File: config.mk
export PLATFORM = sky130hd
export DESIGN_NAME = sector_prot_unlock
export DESIGN_NICKNAME = d
export VERILOG_FILES = /design/src/rtl/sp_pkg.sv /design/src/rtl/sp_wp_filter.sv /design/src/rtl/sp_cmd_seq.sv /design/src/rtl/sp_prot_regs.sv /design/src/rtl/sector_prot_unlock.sv
export SDC_FILE = /design/constraint.sdc
export NUM_CORES = 1
export LEC_CHECK = 0
export BUFFER_PORTS_ARGS = -buffer_cell sky130_fd_sc_hd__buf_2
export CELL_PAD_IN_SITES_DETAIL_PLACEMENT = 0
export CELL_PAD_IN_SITES_GLOBAL_PLACEMENT = 2
export CORE_MARGIN = 3
export CORE_UTILIZATION = 33
export DETAILED_ROUTE_END_ITERATION = 10
export GPL_TIMING_DRIVEN = 0
export PLACE_DENSITY_LB_ADDON = 0.1
export SYNTH_ARGS = -nofsm -noshare
export SYNTH_HDL_FRONTEND = slang
export SYNTH_HIERARCHICAL = 1
export SYNTH_SLANG_ARGS = --single-unit
File: constraint.sdc
create_clock -name clk -period 2.81 [get_ports clk]
set_input_delay 0.1405 -clock clk [delete_from_list [all_inputs] [get_ports clk]]
set_output_delay 0.1405 -clock clk [all_outputs]
set_load 0.01 [all_outputs]
File: src/rtl/sp_pkg.sv
package sp_pkg;

  localparam int HDR_LEN = 4;

  localparam logic [7:0] PRE_B0   = 8'h3D;
  localparam logic [7:0] PRE_B1   = 8'h2A;
  localparam logic [7:0] PRE_B2   = 8'h7F;
  localparam logic [7:0] TAIL_EN  = 8'hA9;
  localparam logic [7:0] TAIL_DIS = 8'h9A;
  localparam logic [7:0] TAIL_PRG = 8'hFC;
  localparam logic [7:0] OP_RDREG = 8'h32;

  typedef enum logic [2:0] {
    FR_IDLE,
    FR_HDR,
    FR_READ,
    FR_EN,
    FR_DIS,
    FR_PROG,
    FR_BAD
  } frame_e;

endpackage

File: src/rtl/sp_wp_filter.sv
module sp_wp_filter #(
  parameter int FILT_CYC = 8
) (
  input  logic clk,
  input  logic rst_n,
  input  logic wp_n_i,
  output logic wp_act_o
);

  localparam int CNTW = (FILT_CYC > 2) ? $clog2(FILT_CYC) : 1;
  localparam logic [CNTW-1:0] CNT_LAST = CNTW'(FILT_CYC - 1);

  logic s1_q, s2_q;
  logic lvl_q, lvl_d;
  logic [CNTW-1:0] cnt_q, cnt_d;

  always_comb begin
    lvl_d = lvl_q;
    cnt_d = '0;
    if (s2_q != lvl_q) begin
      if (cnt_q == CNT_LAST) begin
        lvl_d = s2_q;
      end else begin
        cnt_d = cnt_q + 1'b1;
      end
    end
  end

  always_ff @(posedge clk or negedge rst_n) begin
    if (!rst_n) begin
      s1_q  <= 1'b1;
      s2_q  <= 1'b1;
      lvl_q <= 1'b1;
      cnt_q <= '0;
    end else begin
      s1_q  <= wp_n_i;
      s2_q  <= s1_q;
      lvl_q <= lvl_d;
      cnt_q <= cnt_d;
    end
  end

  assign wp_act_o = ~lvl_q;

endmodule

File: src/rtl/sp_cmd_seq.sv
module sp_cmd_seq
  import sp_pkg::*;
#(
  parameter int NUM_SECT = 16,
  parameter int IW       = 4,
  parameter int NW       = 5
) (
  input  logic          clk,
  input  logic          rst_n,
  input  logic          cs_n_i,
  input  logic          byte_vld_i,
  input  logic [7:0]    byte_i,
  output logic          act_en_o,
  output logic          act_dis_o,
  output logic          act_prog_o,
  output logic [NW-1:0] prog_cnt_o,
  output logic          stg_we_o,
  output logic [IW-1:0] stg_idx_o,
  output logic [7:0]    stg_data_o,
  output logic          rd_act_o,
  output logic [IW-1:0] rd_idx_o
);

  localparam int CW = $clog2(HDR_LEN + NUM_SECT + 2);
  localparam logic [CW-1:0] CNT_MAX  = CW'(HDR_LEN + NUM_SECT + 1);
  localparam logic [CW-1:0] CNT_HDR  = CW'(HDR_LEN);
  localparam logic [CW-1:0] CNT_LAST_HDR = CW'(HDR_LEN - 1);
  localparam logic [CW-1:0] CNT_FULL = CW'(HDR_LEN + NUM_SECT);
  localparam logic [IW-1:0] IDX_LAST = IW'(NUM_SECT - 1);

  logic          cs_q;
  frame_e        kind_q, kind_d;
  logic [CW-1:0] cnt_q, cnt_d;
  logic          rd_q, rd_d;
  logic [IW-1:0] idx_q, idx_d;
  logic          cs_rise, take;
  logic [CW-1:0] data_cnt;

  assign cs_rise  = cs_n_i & ~cs_q;
  assign take     = byte_vld_i & ~cs_n_i;
  assign data_cnt = cnt_q - CNT_HDR;

  always_comb begin
    kind_d = kind_q;
    cnt_d  = cnt_q;
    rd_d   = rd_q;
    idx_d  = idx_q;
    if (cs_rise) begin
      kind_d = FR_IDLE;
      cnt_d  = '0;
      rd_d   = 1'b0;
      idx_d  = '0;
    end else if (take) begin
      if (cnt_q != CNT_MAX) cnt_d = cnt_q + 1'b1;
      unique case (kind_q)
        FR_IDLE: begin
          if (byte_i == PRE_B0)        kind_d = FR_HDR;
          else if (byte_i == OP_RDREG) kind_d = FR_READ;
          else                         kind_d = FR_BAD;
        end
        FR_HDR: begin
          if (cnt_q == CW'(1)) begin
            if (byte_i != PRE_B1) kind_d = FR_BAD;
          end else if (cnt_q == CW'(2)) begin
            if (byte_i != PRE_B2) kind_d = FR_BAD;
          end else begin
            if (byte_i == TAIL_EN)       kind_d = FR_EN;
            else if (byte_i == TAIL_DIS) kind_d = FR_DIS;
            else if (byte_i == TAIL_PRG) kind_d = FR_PROG;
            else                         kind_d = FR_BAD;
          end
        end
        FR_READ: begin
          if (cnt_q == CNT_LAST_HDR) begin
            rd_d  = 1'b1;
            idx_d = '0;
          end else if (rd_q) begin
            idx_d = (idx_q == IDX_LAST) ? '0 : idx_q + 1'b1;
          end
        end
        FR_EN, FR_DIS: kind_d = FR_BAD;
        FR_PROG:       kind_d = FR_PROG;
        default:       kind_d = FR_BAD;
      endcase
    end
  end

  always_ff @(posedge clk or negedge rst_n) begin
    if (!rst_n) begin
      cs_q   <= 1'b1;
      kind_q <= FR_IDLE;
      cnt_q  <= '0;
      rd_q   <= 1'b0;
      idx_q  <= '0;
    end else begin
      cs_q   <= cs_n_i;
      kind_q <= kind_d;
      cnt_q  <= cnt_d;
      rd_q   <= rd_d;
      idx_q  <= idx_d;
    end
  end

  assign act_en_o   = cs_rise && (kind_q == FR_EN);
  assign act_dis_o  = cs_rise && (kind_q == FR_DIS);
  assign act_prog_o = cs_rise && (kind_q == FR_PROG) && (cnt_q != CNT_HDR);
  assign prog_cnt_o = (cnt_q >= CNT_FULL) ? NW'(NUM_SECT) : NW'(data_cnt);
  assign stg_we_o   = take && (kind_q == FR_PROG) && (cnt_q < CNT_FULL);
  assign stg_idx_o  = IW'(data_cnt);
  assign stg_data_o = byte_i;
  assign rd_act_o   = rd_q;
  assign rd_idx_o   = idx_q;

endmodule

File: src/rtl/sp_prot_regs.sv
module sp_prot_regs #(
  parameter int         NUM_SECT  = 16,
  parameter int         IW        = 4,
  parameter int         NW        = 5,
  parameter logic [7:0] RST_ENTRY = 8'hFF
) (
  input  logic                clk,
  input  logic                rst_n,
  input  logic                act_en_i,
  input  logic                act_dis_i,
  input  logic                act_prog_i,
  input  logic [NW-1:0]       prog_cnt_i,
  input  logic                stg_we_i,
  input  logic [IW-1:0]       stg_idx_i,
  input  logic [7:0]          stg_data_i,
  input  logic                wp_act_i,
  input  logic [IW-1:0]       rd_idx_i,
  output logic                prot_en_o,
  output logic                prot_on_o,
  output logic [NUM_SECT-1:0] inhibit_o,
  output logic [NUM_SECT-1:0] unverified_o,
  output logic [7:0]          rd_byte_o
);

  logic [7:0]          ent_q [NUM_SECT];
  logic [7:0]          ent_d [NUM_SECT];
  logic [7:0]          stg_q [NUM_SECT];
  logic [7:0]          stg_d [NUM_SECT];
  logic [NUM_SECT-1:0] unv_q, unv_d;
  logic                en_q, en_d;

  always_comb begin
    en_d = en_q;
    if (act_en_i)                   en_d = 1'b1;
    else if (act_dis_i && !wp_act_i) en_d = 1'b0;
  end

  always_comb begin
    stg_d = stg_q;
    if (stg_we_i) stg_d[stg_idx_i] = stg_data_i;
  end

  always_comb begin
    ent_d = ent_q;
    unv_d = unv_q;
    if (act_prog_i) begin
      for (int i = 0; i < NUM_SECT; i++) begin
        if (NW'(i) < prog_cnt_i) begin
          ent_d[i] = stg_q[i];
          unv_d[i] = 1'b0;
        end else begin
          unv_d[i] = 1'b1;
        end
      end
    end
  end

  always_ff @(posedge clk or negedge rst_n) begin
    if (!rst_n) begin
      en_q  <= 1'b0;
      unv_q <= '0;
      for (int i = 0; i < NUM_SECT; i++) begin
        ent_q[i] <= RST_ENTRY;
        stg_q[i] <= 8'h00;
      end
    end else begin
      en_q  <= en_d;
      unv_q <= unv_d;
      ent_q <= ent_d;
      if (stg_we_i) stg_q <= stg_d;
    end
  end

  assign prot_en_o    = en_q;
  assign prot_on_o    = en_q | wp_act_i;
  assign unverified_o = unv_q;
  assign rd_byte_o    = ent_q[rd_idx_i];

  for (genvar g = 0; g < NUM_SECT; g++) begin : g_sect
    assign inhibit_o[g] = prot_on_o & ((ent_q[g] != 8'h00) | unv_q[g]);
  end

endmodule

File: src/rtl/sector_prot_unlock.sv
module sector_prot_unlock #(
  parameter int         NUM_SECT  = 16,
  parameter int         FILT_CYC  = 8,
  parameter logic [7:0] RST_ENTRY = 8'hFF
) (
  input  logic                clk,
  input  logic                rst_n,
  input  logic                cs_n_i,
  input  logic                byte_vld_i,
  input  logic [7:0]          byte_i,
  input  logic                wp_n_i,
  output logic                tx_vld_o,
  output logic [7:0]          tx_byte_o,
  output logic                prot_on_o,
  output logic [NUM_SECT-1:0] unverified_o,
  output logic [NUM_SECT-1:0] inhibit_o
);

  localparam int IW = $clog2(NUM_SECT);
  localparam int NW = $clog2(NUM_SECT + 1);

  logic          wp_act_w;
  logic          act_en_w, act_dis_w, act_prog_w;
  logic [NW-1:0] prog_cnt_w;
  logic          stg_we_w;
  logic [IW-1:0] stg_idx_w;
  logic [7:0]    stg_data_w;
  logic [IW-1:0] rd_idx_w;
  logic          prot_en_w;

  sp_wp_filter #(.FILT_CYC(FILT_CYC)) u_wpf (
    .clk      (clk),
    .rst_n    (rst_n),
    .wp_n_i   (wp_n_i),
    .wp_act_o (wp_act_w)
  );

  sp_cmd_seq #(.NUM_SECT(NUM_SECT), .IW(IW), .NW(NW)) u_seq (
    .clk        (clk),
    .rst_n      (rst_n),
    .cs_n_i     (cs_n_i),
    .byte_vld_i (byte_vld_i),
    .byte_i     (byte_i),
    .act_en_o   (act_en_w),
    .act_dis_o  (act_dis_w),
    .act_prog_o (act_prog_w),
    .prog_cnt_o (prog_cnt_w),
    .stg_we_o   (stg_we_w),
    .stg_idx_o  (stg_idx_w),
    .stg_data_o (stg_data_w),
    .rd_act_o   (tx_vld_o),
    .rd_idx_o   (rd_idx_w)
  );

  sp_prot_regs #(.NUM_SECT(NUM_SECT), .IW(IW), .NW(NW), .RST_ENTRY(RST_ENTRY)) u_regs (
    .clk          (clk),
    .rst_n        (rst_n),
    .act_en_i     (act_en_w),
    .act_dis_i    (act_dis_w),
    .act_prog_i   (act_prog_w),
    .prog_cnt_i   (prog_cnt_w),
    .stg_we_i     (stg_we_w),
    .stg_idx_i    (stg_idx_w),
    .stg_data_i   (stg_data_w),
    .wp_act_i     (wp_act_w),
    .rd_idx_i     (rd_idx_w),
    .prot_en_o    (prot_en_w),
    .prot_on_o    (prot_on_o),
    .inhibit_o    (inhibit_o),
    .unverified_o (unverified_o),
    .rd_byte_o    (tx_byte_o)
  );

endmodule

==> insert_results.sql <==
INSERT INTO impl_metrics (metric_group, metric, value, unit) VALUES
('detailed_routing', 'post_route_drc_violation_count', '0', ''),
('grt', 'grt_util_met2', '0.2812', ''),
('worst_setup_path', 'crit_chain', 'buf_6 -> buf_12 -> mux4_1 -> a22oi_2 -> nand2_1 -> buf_2', ''),
('cells_and_area', 'fill_cells', '3847', ''),
('timing', 'fin_worst_skew', '0.01225', 'ns'),
('cells_and_area', 'areaGrowthSynthToFinish', '17.27', '%'),
('synthesis', 'yosys.area_share.adder', '0.01031', ''),
('clock_network', 'clock_tree_from_tritoncts', 'done', ''),
('worst_setup_path', 'crit_path_top_delay_cell', 'sky130_fd_sc_hd__mux4_1', ''),
('worst_setup_path', 'worst-setup-path-type', 'reg2out', ''),
('worst_setup_path', 'worstPathMaxFanout', '10', ''),
('synthesis', 'postSynth.asyncResetShare', '1.000', ''),
('synthesis', 'yosys_warnings', '6', ''),
('timing', 'max_clock_freq', '360.8', 'MHz'),
('clock_network', 'insertion_delay', '0.53', 'ns'),
('timing', 'totalNegativeSetupSlack', '0', 'ns'),
('clock_network', 'h_tree_levels', '2', ''),
('timing', 'rsz0062_at_grt', 'no', ''),
('timing', 'final_max_slew_viol_count', '0', ''),
('cells_and_area', 'design_area', '0.01565', 'mm2'),
('worst_setup_path', 'timing.critical_path.arrival', '2.63', 'ns'),
('grt', 'globalRouteTotalUtil', '0.1762', ''),
('synthesis', 'synthDominantCellAreaShare', '0.3019', ''),
('grt', 'global_route.peak_usage_layer', 'met2', ''),
('clock_network', 'cts.path.max_buffers', '3', ''),
('power_and_ir_drop', 'power_density', '643.8', 'mW/mm2'),
('worst_setup_path', 'worst_setup_sp_type', 'register', ''),
('detailed_routing', 'viasPerCell', '5.105', ''),
('die', 'initial_utilization', '0.3351', ''),
('die', 'dieHeight', '207.1', 'um'),
('synthesis', 'area_of_the_mapped_netlist', '0.01335', 'mm2'),
('detailed_routing', 'wirelength', '37.61', 'mm'),
('cells_and_area', 'design.final.nets', '1044', ''),
('worst_setup_path', 'reg2reg_depth', '6', ''),
('synthesis', 'seq_area_frac_synth', '0.5617', ''),
('placement', 'dpl_cell_area', '0.01434', 'mm2'),
('synthesis', 'synth_top_area_cell', 'sky130_fd_sc_hd__dfrtp_1', ''),
('timing', 'max-slew-margin-rel', '0.3329', ''),
('detailed_routing', 'vias', '8020', ''),
('cells_and_area', 'layout_commonest_cell', 'sky130_fd_sc_hd__mux2_2', ''),
('worst_setup_path', 'critical_path.reg2reg.startpoint', 'u_seq/kind_q[0]', ''),
('synthesis', 'portion_of_netlist_area_occupied_by_mux_cells', '0.2774', ''),
('timing', 'finalSetupViolations', '0', ''),
('synthesis', 'edff_count_synth', '0', ''),
('timing', 'finalCriticalPeriod', '2.772', 'ns'),
('placement', 'dp_hpwl', '25.87', 'mm'),
('worst_setup_path', 'critical_path.max_stage_delay', '0.62', 'ns'),
('placement', 'port_buffers', '54', ''),
('synthesis', 'synth.net_count', '945', ''),
('synthesis', 'synthFlopType', 'sky130_fd_sc_hd__dfrtp_1', ''),
('clock_network', 'tritoncts_buffers', '36', ''),
('synthesis', 'ys_types', '61', ''),
('job', 'max_cap_viol_count', '0', ''),
('cells_and_area', 'final_layout_size_suffix_gt1_frac', '0.5707', ''),
('worst_setup_path', 'cp_data_required_time', '2.67', 'ns'),
('grt', 'grtUsageMet3', '0.03090', ''),
('synthesis', 'synth_area_per_cell', '14.49', 'um2'),
('placement', 'place_congestion', '0.7584', ''),
('grt', 'initial_antenna_violation_count', '0', ''),
('timing', 'layout_worst_path_cycle_share', '0.9864', ''),
('die', 'fp-row-count', '73', ''),
('status', 'outcome', 'finished, final reports clean', ''),
('grt', 'grt_pass1_wl', '57.01', 'mm'),
('cells_and_area', 'final_core_utilization', '0.3930', ''),
('worst_hold_path', 'min_delay_path_depth', '4', ''),
('synthesis', 'main_combinational_cell_family_by_area_after_synthesis', 'multiplexers', ''),
('grt', 'global_route.overflow_total', '0', ''),
('detailed_routing', 'drt_iter0_markers', '354', ''),
('clock_network', 'clk_pin_slew', '0.06', 'ns'),
('die', 'die_area', '0.04289', 'mm2'),
('synthesis', 'synth_simple_gate_area_frac', '0.06750', '');
-- metal layers --
metal  up-vias  share of wire  wire, um
met4         0          0.017       649
met1      4233           0.47     17860
met2       135           0.47     17530
met5         -              0         0
li1       3609              -         -
met3        43          0.042      1568
-- Yosys cell counts (11+ instances only) --
| library cell | instances |
|---|---|
| sky130_fd_sc_hd__mux4_1 | 17 |
| sky130_fd_sc_hd__dfrtp_1 | 161 |
| sky130_fd_sc_hd__nand2_1 | 31 |
| sky130_fd_sc_hd__nor2_1 | 37 |
| sky130_fd_sc_hd__a22oi_1 | 17 |
| sky130_fd_sc_hd__inv_1 | 12 |
| sky130_fd_sc_hd__ha_1 | 11 |
| sky130_fd_sc_hd__buf_2 | 13 |
| sky130_fd_sc_hd__o21a_1 | 15 |
| sky130_fd_sc_hd__o21ai_0 | 12 |
| sky130_fd_sc_hd__a31oi_1 | 18 |
| sky130_fd_sc_hd__nor3_1 | 19 |
| sky130_fd_sc_hd__dfstp_2 | 132 |
| sky130_fd_sc_hd__mux4_2 | 13 |
| sky130_fd_sc_hd__mux2_2 | 254 |
| sky130_fd_sc_hd__nor4_1 | 20 |
-- power breakdown --
group | switching, mW | leakage (nW) | internal [mW]
Combinational | 0.652 | 2.91 | 0.424
Clock | 1.78 | 0.579 | 2.84
Sequential | 0.0847 | 3.59 | 4.30
-- area by class of cell --
| type | count | area, um2 | area share |
|---|---|---|---|
| Inverter | 12 | 45.04 | 0.002878 |
| Clock inverter | 6 | 80.08 | 0.005116 |
| Clock buffer | 58 | 1095 | 0.06995 |
| Tap cell | 525 | 656.9 | 0.04197 |
| Sequential cell | 293 | 7501 | 0.4793 |
| Timing Repair Buffer | 61 | 392.9 | 0.02510 |
| Buffer | 46 | 337.8 | 0.02158 |
| Multi-Input combinational cell | 570 | 5543 | 0.3541 |
-- logic make-up (layout without fill, tap and decap cells) --
group / after synthesis / count (layout)
DFF: 293 / 293
and+or+nand+nor: 169 / 169
muxes: 291 / 291
AOI/OAI and AO/OA: 95 / 95
buffers and inverters: 58 / 183
xor gates and xnor gates: 4 / 4
adders and majority gates: 11 / 11
-- worst max-delay path by stage --
stage | start | cells past startpoint | to | slack [ns]
after CTS | u_seq/rd_idx_o[0] | 6 | tx_byte_o[3] | -0.002
after global routing | u_seq/rd_idx_o[0] | 6 | tx_byte_o[7] | 0.002
after detailed placement | u_seq/cs_q | 9 | u_regs/unverified_o[10] | -0.35
after floorplan | u_seq/cnt_q[0] | 8 | u_regs/ent_q[100] | 0.54
after global placement | rst_n | 1 | u_regs/stg_q[92] | -4.14
final | u_seq/rd_idx_o[0] | 6 | tx_byte_o[4] | 0.04
-- registers in the layout, summed over array words and instances (netlist names), 3 cells and up --
register / cells
u_regs/ent_q: 128
u_regs/stg_q: 128
u_regs/unverified_o: 16
u_seq/cnt_q: 5
u_seq/rd_idx_o: 4
u_seq/kind_q: 3
u_wpf/cnt_q: 3
-- per-stage QoR --
step           std cells  hold slack (ns)  setup WS (ns)
2_1_floorplan        921          -0.1551         0.5437
3_3_place_gp        1500           0.2486         -4.142
3_5_place_dp        1502           0.2491        -0.3548
4_1_cts             1569          0.05032      -0.001553
5_1_grt             1571           0.1024       0.001581
6_report            1571          0.07477        0.03808
-- worst max-delay path: cells and delay by family, from the launching register on --
family,cells,cell delay [ns]
muxes,1,0.62
and+or+nand+nor,1,0.16
buffers and inverters,3,0.51
DFF,1,0.41
AOI/OAI and AO/OA,1,0.37
-- repair_timing --
item                                    4_1_cts  5_1_grt
endpoints found under the setup margin       53      147
buffers inserted                              0        2
hold buffers                                  3        0
endpoints found under the hold margin        62        0
gates resized for setup                      18       16
pin swaps                                     3        5
Power figures use the tool's default switching activity.
